`src/rtl/srx_pkg.sv`:
```
package srx_pkg;

  typedef enum logic [2:0] {
    ST_IDLE,
    ST_START,
    ST_DATA,
    ST_PAR,
    ST_STOP
  } rx_state_e;

  localparam logic [1:0] PM_EVEN = 2'b01;
  localparam logic [1:0] PM_ODD  = 2'b10;

  // Parity bit present on the line for this mode.
  function automatic logic parity_on(input logic [1:0] mode);
    return (mode == PM_EVEN) || (mode == PM_ODD);
  endfunction

  // Error decision from the XOR of data and received parity bit.
  function automatic logic parity_fail(input logic [1:0] mode, input logic xsum);
    case (mode)
      PM_EVEN: return xsum;
      PM_ODD:  return ~xsum;
      default: return 1'b0;
    endcase
  endfunction

  // Sticky flag: a set beats a clear in the same cycle.
  function automatic logic sticky_next(input logic cur, input logic set, input logic clr);
    if (set) return 1'b1;
    if (clr) return 1'b0;
    return cur;
  endfunction

endpackage

```
`src/rtl/srx_sync.sv`:
```
module srx_sync #(
  parameter int   STAGES = 2,
  parameter logic INIT   = 1'b1
) (
  input  logic clk,
  input  logic rst_n,
  input  logic d,
  output logic q
);

  logic [STAGES-1:0] chain;

  for (genvar g = 0; g < STAGES; g++) begin : g_stage
    if (g == 0) begin : g_first
      always_ff @(posedge clk or negedge rst_n) begin
        if (!rst_n) chain[0] <= INIT;
        else        chain[0] <= d;
      end
    end else begin : g_next
      always_ff @(posedge clk or negedge rst_n) begin
        if (!rst_n) chain[g] <= INIT;
        else        chain[g] <= chain[g-1];
      end
    end
  end

  assign q = chain[STAGES-1];

endmodule

```
`src/rtl/srx_phase.sv`:
```
module srx_phase #(
  parameter int OVS = 16
) (
  input  logic clk,
  input  logic rst_n,
  input  logic tick,
  input  logic run,
  input  logic restart,
  output logic mid_evt
);

  localparam int CW = (OVS > 2) ? $clog2(OVS) : 1;
  localparam logic [CW-1:0] MID  = CW'(OVS / 2 - 1);
  localparam logic [CW-1:0] LAST = CW'(OVS - 1);

  logic [CW-1:0] cnt;

  always_ff @(posedge clk or negedge rst_n) begin
    if (!rst_n)              cnt <= '0;
    else if (restart)        cnt <= '0;
    else if (tick && run)    cnt <= (cnt == LAST) ? '0 : cnt + 1'b1;
  end

  assign mid_evt = tick && run && (cnt == MID);

endmodule

```
`src/rtl/srx_frame.sv`:
```
module srx_frame
  import srx_pkg::*;
#(
  parameter int DW = 8
) (
  input  logic          clk,
  input  logic          rst_n,
  input  logic          en,
  input  logic          tick,
  input  logic          line,
  input  logic          mid_evt,
  input  logic [1:0]    par_mode,
  output logic          start_det,
  output logic          busy,
  output logic          frame_done,
  output logic          stop_bad,
  output logic          parity_bad,
  output logic [DW-1:0] word
);

  localparam int IW = (DW > 1) ? $clog2(DW) : 1;
  localparam logic [IW-1:0] IDX_LAST = IW'(DW - 1);

  rx_state_e     state;
  logic [IW-1:0] idx;
  logic [DW-1:0] shreg;
  logic          pbit;

  assign busy       = (state != ST_IDLE);
  assign start_det  = en && tick && (state == ST_IDLE) && !line;
  assign frame_done = mid_evt && (state == ST_STOP);
  assign stop_bad   = !line;
  assign parity_bad = parity_fail(par_mode, ^{shreg, pbit});
  assign word       = shreg;

  always_ff @(posedge clk or negedge rst_n) begin
    if (!rst_n) begin
      state <= ST_IDLE;
      idx   <= '0;
      shreg <= '0;
      pbit  <= 1'b0;
    end else if (!en) begin
      state <= ST_IDLE;
    end else if (start_det) begin
      state <= ST_START;
    end else if (mid_evt) begin
      case (state)
        ST_START: begin
          state <= line ? ST_IDLE : ST_DATA;
          idx   <= '0;
          pbit  <= 1'b0;
        end
        ST_DATA: begin
          shreg <= {line, shreg[DW-1:1]};
          idx   <= idx + 1'b1;
          if (idx == IDX_LAST) state <= parity_on(par_mode) ? ST_PAR : ST_STOP;
        end
        ST_PAR: begin
          pbit  <= line;
          state <= ST_STOP;
        end
        ST_STOP:  state <= ST_IDLE;
        default:  state <= ST_IDLE;
      endcase
    end
  end

endmodule

```
`src/rtl/srx_status.sv`:
```
module srx_status
  import srx_pkg::*;
#(
  parameter int DW = 8
) (
  input  logic          clk,
  input  logic          rst_n,
  input  logic          done,
  input  logic [DW-1:0] word,
  input  logic          stop_bad,
  input  logic          parity_bad,
  input  logic          rd,
  input  logic          clr,
  output logic [DW-1:0] data,
  output logic          full,
  output logic          ferr,
  output logic          perr,
  output logic          orer
);

  logic keep_old;
  logic store;

  assign keep_old = done && full && !rd;
  assign store    = done && !keep_old;

  always_ff @(posedge clk or negedge rst_n) begin
    if (!rst_n) begin
      data <= '0;
      full <= 1'b0;
      ferr <= 1'b0;
      perr <= 1'b0;
      orer <= 1'b0;
    end else begin
      if (store) data <= word;
      if (store)   full <= 1'b1;
      else if (rd) full <= 1'b0;
      ferr <= sticky_next(ferr, done && stop_bad,   clr);
      perr <= sticky_next(perr, done && parity_bad, clr);
      orer <= sticky_next(orer, keep_old,           clr);
    end
  end

endmodule

```
`src/rtl/serial_rx_brk.sv`:
```
module serial_rx_brk #(
  parameter int DATA_W      = 8,
  parameter int OVERSAMPLE  = 16,
  parameter int SYNC_STAGES = 2
) (
  input  logic              clk,
  input  logic              rst_n,
  input  logic              tick16,
  input  logic              rx_en,
  input  logic              rxd,
  input  logic [1:0]        par_mode,
  input  logic              rd_strobe,
  input  logic              clr_err,
  output logic [DATA_W-1:0] rx_data,
  output logic              rx_full,
  output logic              err_frame,
  output logic              err_parity,
  output logic              err_overrun,
  output logic              rxd_level
);

  // Named internal events, observed by the bound checker.
  logic              line;
  logic              start_det;
  logic              busy;
  logic              mid_evt;
  logic              frame_done;
  logic              stop_bad;
  logic              parity_bad;
  logic [DATA_W-1:0] word;

  srx_sync #(.STAGES(SYNC_STAGES), .INIT(1'b1)) u_sync (
    .clk   (clk),
    .rst_n (rst_n),
    .d     (rxd),
    .q     (line)
  );

  srx_phase #(.OVS(OVERSAMPLE)) u_phase (
    .clk     (clk),
    .rst_n   (rst_n),
    .tick    (tick16),
    .run     (rx_en && busy),
    .restart (start_det),
    .mid_evt (mid_evt)
  );

  srx_frame #(.DW(DATA_W)) u_frame (
    .clk        (clk),
    .rst_n      (rst_n),
    .en         (rx_en),
    .tick       (tick16),
    .line       (line),
    .mid_evt    (mid_evt),
    .par_mode   (par_mode),
    .start_det  (start_det),
    .busy       (busy),
    .frame_done (frame_done),
    .stop_bad   (stop_bad),
    .parity_bad (parity_bad),
    .word       (word)
  );

  srx_status #(.DW(DATA_W)) u_status (
    .clk        (clk),
    .rst_n      (rst_n),
    .done       (frame_done),
    .word       (word),
    .stop_bad   (stop_bad),
    .parity_bad (parity_bad),
    .rd         (rd_strobe),
    .clr        (clr_err),
    .data       (rx_data),
    .full       (rx_full),
    .ferr       (err_frame),
    .perr       (err_parity),
    .orer       (err_overrun)
  );

  assign rxd_level = line;

endmodule

```
`config.mk`:
```
export PLATFORM = sky130hd
export DESIGN_NAME = serial_rx_brk
export DESIGN_NICKNAME = d
export VERILOG_FILES = /design/src/rtl/srx_pkg.sv /design/src/rtl/srx_sync.sv /design/src/rtl/srx_phase.sv /design/src/rtl/srx_frame.sv /design/src/rtl/srx_status.sv /design/src/rtl/serial_rx_brk.sv
export SDC_FILE = /design/constraint.sdc
export NUM_CORES = 1
export LEC_CHECK = 0
export BUFFER_PORTS_ARGS = -buffer_cell sky130_fd_sc_hd__buf_2
export CELL_PAD_IN_SITES_DETAIL_PLACEMENT = 0
export CELL_PAD_IN_SITES_GLOBAL_PLACEMENT = 1
export CORE_ASPECT_RATIO = 1.2
export CORE_MARGIN = 2
export CORE_UTILIZATION = 40
export DETAILED_ROUTE_END_ITERATION = 10
export PLACE_DENSITY = 0.7
export SYNTH_ARGS = -nofsm -noshare
export SYNTH_HDL_FRONTEND = slang
export SYNTH_SLANG_ARGS = --single-unit
```
`constraint.sdc`:
```
create_clock -name clk -period 3.01 [get_ports clk]
set_input_delay 0.1505 -clock clk [delete_from_list [all_inputs] [get_ports clk]]
set_output_delay 0.1505 -clock clk [all_outputs]
set_load 0.01 [all_outputs]
```
==> metrics.md <==
| Metric | Value |
|---|---|
| Ys async rst share | `100.0%` |
| Pleak | `1.016 nW` |
| Ports | `22` |
| Unrepaired setup endpoints after global routing | `false` |
| Nets | `174` |
| Top cell type's share of synthesized area | `46.97%` |
| Sequential fraction of the synthesis area | `50.15%` |
| Number of detailed-route iterations in the first pass | `4` |
| Critical path class | `reg -> reg` |
| Final worst slack | `1.118 ns` |
| Clk pin slew, worst setup/hold paths | `0.07 ns` |
| Antenna diodes | `0` |
| Chip height | `74.39 um` |
| Final TNS setup | `0 ns` |
| FP Rows | `25` |
| Sw power | `200.8 uW` |
| Max Clk Rate | `0.5285 GHz` |
| Post-route design area | `1937 sq um` |
| Comb pwr share | `4.9%` |
| PortBufs | `21` |
| Internal power | `715.0 uW` |
| Multiplexer share of the synthesized area | `14.02%` |
| Normalized max-slew margin | `49.76%` |
| Startpoint types | `flip-flop` |
| Xor/xnor share of the synthesized area | `4.545%` |
| Initial Util | `41.90%` |
| Placed cell count | `205` |
| TritonCTS clock tree | `yes` |
| Placed cell area | `1809 sq um` |
| Routed vias/inst | `5.065` |
| Fin cells | `215` |
| Final WL | `2.913 mm` |
| Register area | `828.3 sq um` |
| Most frequent cell after synthesis | `dfrtp_1` |
| Main combinational cell family by area after synthesis | `multiplexers` |
| Initial antenna violation count | `0` |
| Fraction of layout cells with a size suffix above 1 | `27.33%` |
| Area of the multi-input gates | `782.0 sq um` |
| CTS resizes | `0` |
| Total Die Area | `4661 sq um` |
| Synth area leaders | `dfrtp_1 (47%), mux2_1 (10%), ha_1 (3.8%)` |
| Post-layout util | `49.14%` |
| Clock Latency Late Sink | `0.28 ns` |
| Synth Area in Adders | `3.788%` |
| Synth area leader | `dfrtp_1` |
| Core area | `3941 sq um` |
| DRC Markers | `0` |
| Area Growth Syn to Fin | `17.27%` |
| Final Slew Violations | `0` |
| Worst EP arrival | `2.05 ns` |
| Crit-path max FO | `9` |
| Total GRT Usage | `13.58%` |
| Peak supply drop | `195.5 uV` |
| Vias in the first global route | `1,024` |
| CTS Buf Count | `5` |
| Top FF cell, synth | `dfrtp_1` |
| Post-synthesis average cell area | `12.42 sq um` |
| Synth cell count leaders | `dfrtp_1 (31), mux2_1 (15), nand2_1 (11)` |
| Cts hold-fix bufs | `2` |
| Sw frac | `21.92%` |
| Simple logic cell fraction of the synthesized area | `13.48%` |
| Initial DRC count | `30` |
| Antenna Violating Nets Remaining | `0` |
| First-pass GRT wire length | `4.850 mm` |
| Status | `finished clean` |
| Hpwl dp | `2.029 mm` |
| Final setup violation count | `0` |
| Worst min-delay path category | `in -> reg` |
| Mapped Cells | `133` |
| Final Hold Fails | `0` |
| DR WL/cell | `13.55 um` |
| CTS root buffer | `clkbuf_8` |
| Synthesized area | `1652 sq um` |
| Via Count | `1,089` |
| Yosys reg bits | `33` |
| Crit end category | `flip-flop` |
| Pin count of the biggest net entering global routing | `34` |
| GRT overflow | `0` |
| Post-Place Setup Slack | `1.138 ns` |
| Reg-to-reg slack, setup | `1.12 ns` |
| Buffers from clock root to sink, at most | `2` |
| Sequential share of power | `50.6%` |
| Clk pwr share | `44.5%` |
| Syn Nets | `147` |
| Post CTS Setup Buffer Count | `0` |
| RePlAce Congestion | `0.7612` |
| Required time of the critical path | `3.17 ns` |
| Synth warn | `0` |
| Post-synth EDFFs | `0` |
| PwrDens | `472.8 nW/um^2` |
| Maximum capacitance violations | `0` |
| Number of fill cells | `376` |
| Min cycle time layout | `1.892 ns` |
| Synth Area in Compound Gates | `11.52%` |
| Synth unique cells | `41` |
| Die W | `62.66 um` |
| Skew final | `0.006287 ns` |
| Final Cycle Share | `62.86%` |
| TritonCTS Sinks | `33` |
| H-tree levels | `2` |
| Worst slew pin tran | `0.7535 ns` |
==> kinds of logic (layout without fill, tap and decap cells) <==
family | count (synthesis) | in the layout
buf+inv | 10 | 38
simple gates | 34 | 34
xor+xnor | 7 | 7
fa+ha+maj | 5 | 5
mux | 21 | 21
flops | 33 | 33
compound gates | 23 | 23
==> cell usage in the layout, fill, tap and decap left out, types with 4 or more instances in the layout <==
cell type / instances
inv_1: 7
buf_2: 21
xnor2_1: 5
mux2_1: 15
dfrtp_1: 31
mux2i_1: 4
nor2_1: 7
ha_1: 5
nand2_1: 11
o21ai_1: 6
clkbuf_8: 5
==> critical path, cell delays in order (launching register included) <==
cell and delay, ns:
dfrtp_1 0.42, ha_1 0.32, nand4_2 0.18, nor2_4 0.17, nand2_2 0.13, nor2_8 0.21
mux2_1 0.34
==> area by class of cell <==
type | instances | area share, %
sequential | 33 | 42.76
multi-input combinational | 90 | 40.37
timing repair buffer | 23 | 6.460
clock buffer | 6 | 3.747
tap | 54 | 3.488
clock inverter | 2 | 1.809
inverter | 7 | 1.357
==> registers in the layout (all words and copies together) (netlist names), 3 cells and up <==
signal         flops
u_frame.state      3
u_frame.idx        3
u_frame.word       8
u_status.data      8
u_phase.cnt        4
==> final timing paths <==
path	from	endpoint	depth (start not counted)
max	u_phase.cnt[0]$_DFFE_PN0P_	u_frame.word[0]$_DFFE_PN0P_	6
max reg2reg	u_phase.cnt[0]$_DFFE_PN0P_	u_frame.word[0]$_DFFE_PN0P_	6
min in group asynchronous	rst_n	u_frame.word[5]$_DFFE_PN0P_	2
min	clr_err	u_status.perr$_DFFE_PN0P_	2
min reg2reg	u_sync.chain[0]$_DFF_PN1_	u_sync.q$_DFF_PN1_	0
max in group asynchronous	rst_n	u_status.perr$_DFFE_PN0P_	2
==> routing by layer <==
layer  vias to the layer above  part of all wire [%]  routed length (um)  track usage (%)
met3                         6                   3.0                  86            3.177
met1                       538                    44                1281            16.44
met4                         0                   1.4                  42            5.679
li1                        529                     -                   -                -
met2                        16                    52                1502            23.66
met5                         -                     0                   0                0
==> power groups by stage <==
stage	Clock, mW	Combinational, mW	Sequential, mW
floorplan	0	0.0256	0.467
global placement	0	0.0436	0.471
detailed placement	0	0.0444	0.471
CTS	0.420	0.0469	0.463
global route	0.445	0.0525	0.464
finish	0.407	0.0453	0.463
==> through the flow <==
step	power (mW)	hold WS [ns]
2_1_floorplan	0.4923	-0.1451
5_1_grt	0.9608	0.08496
6_report	0.9157	0.09464
3_5_place_dp	0.5155	0.2551
4_1_cts	0.9297	0.08698
3_3_place_gp	0.5141	0.2466
(Power assumes the default switching activity.)
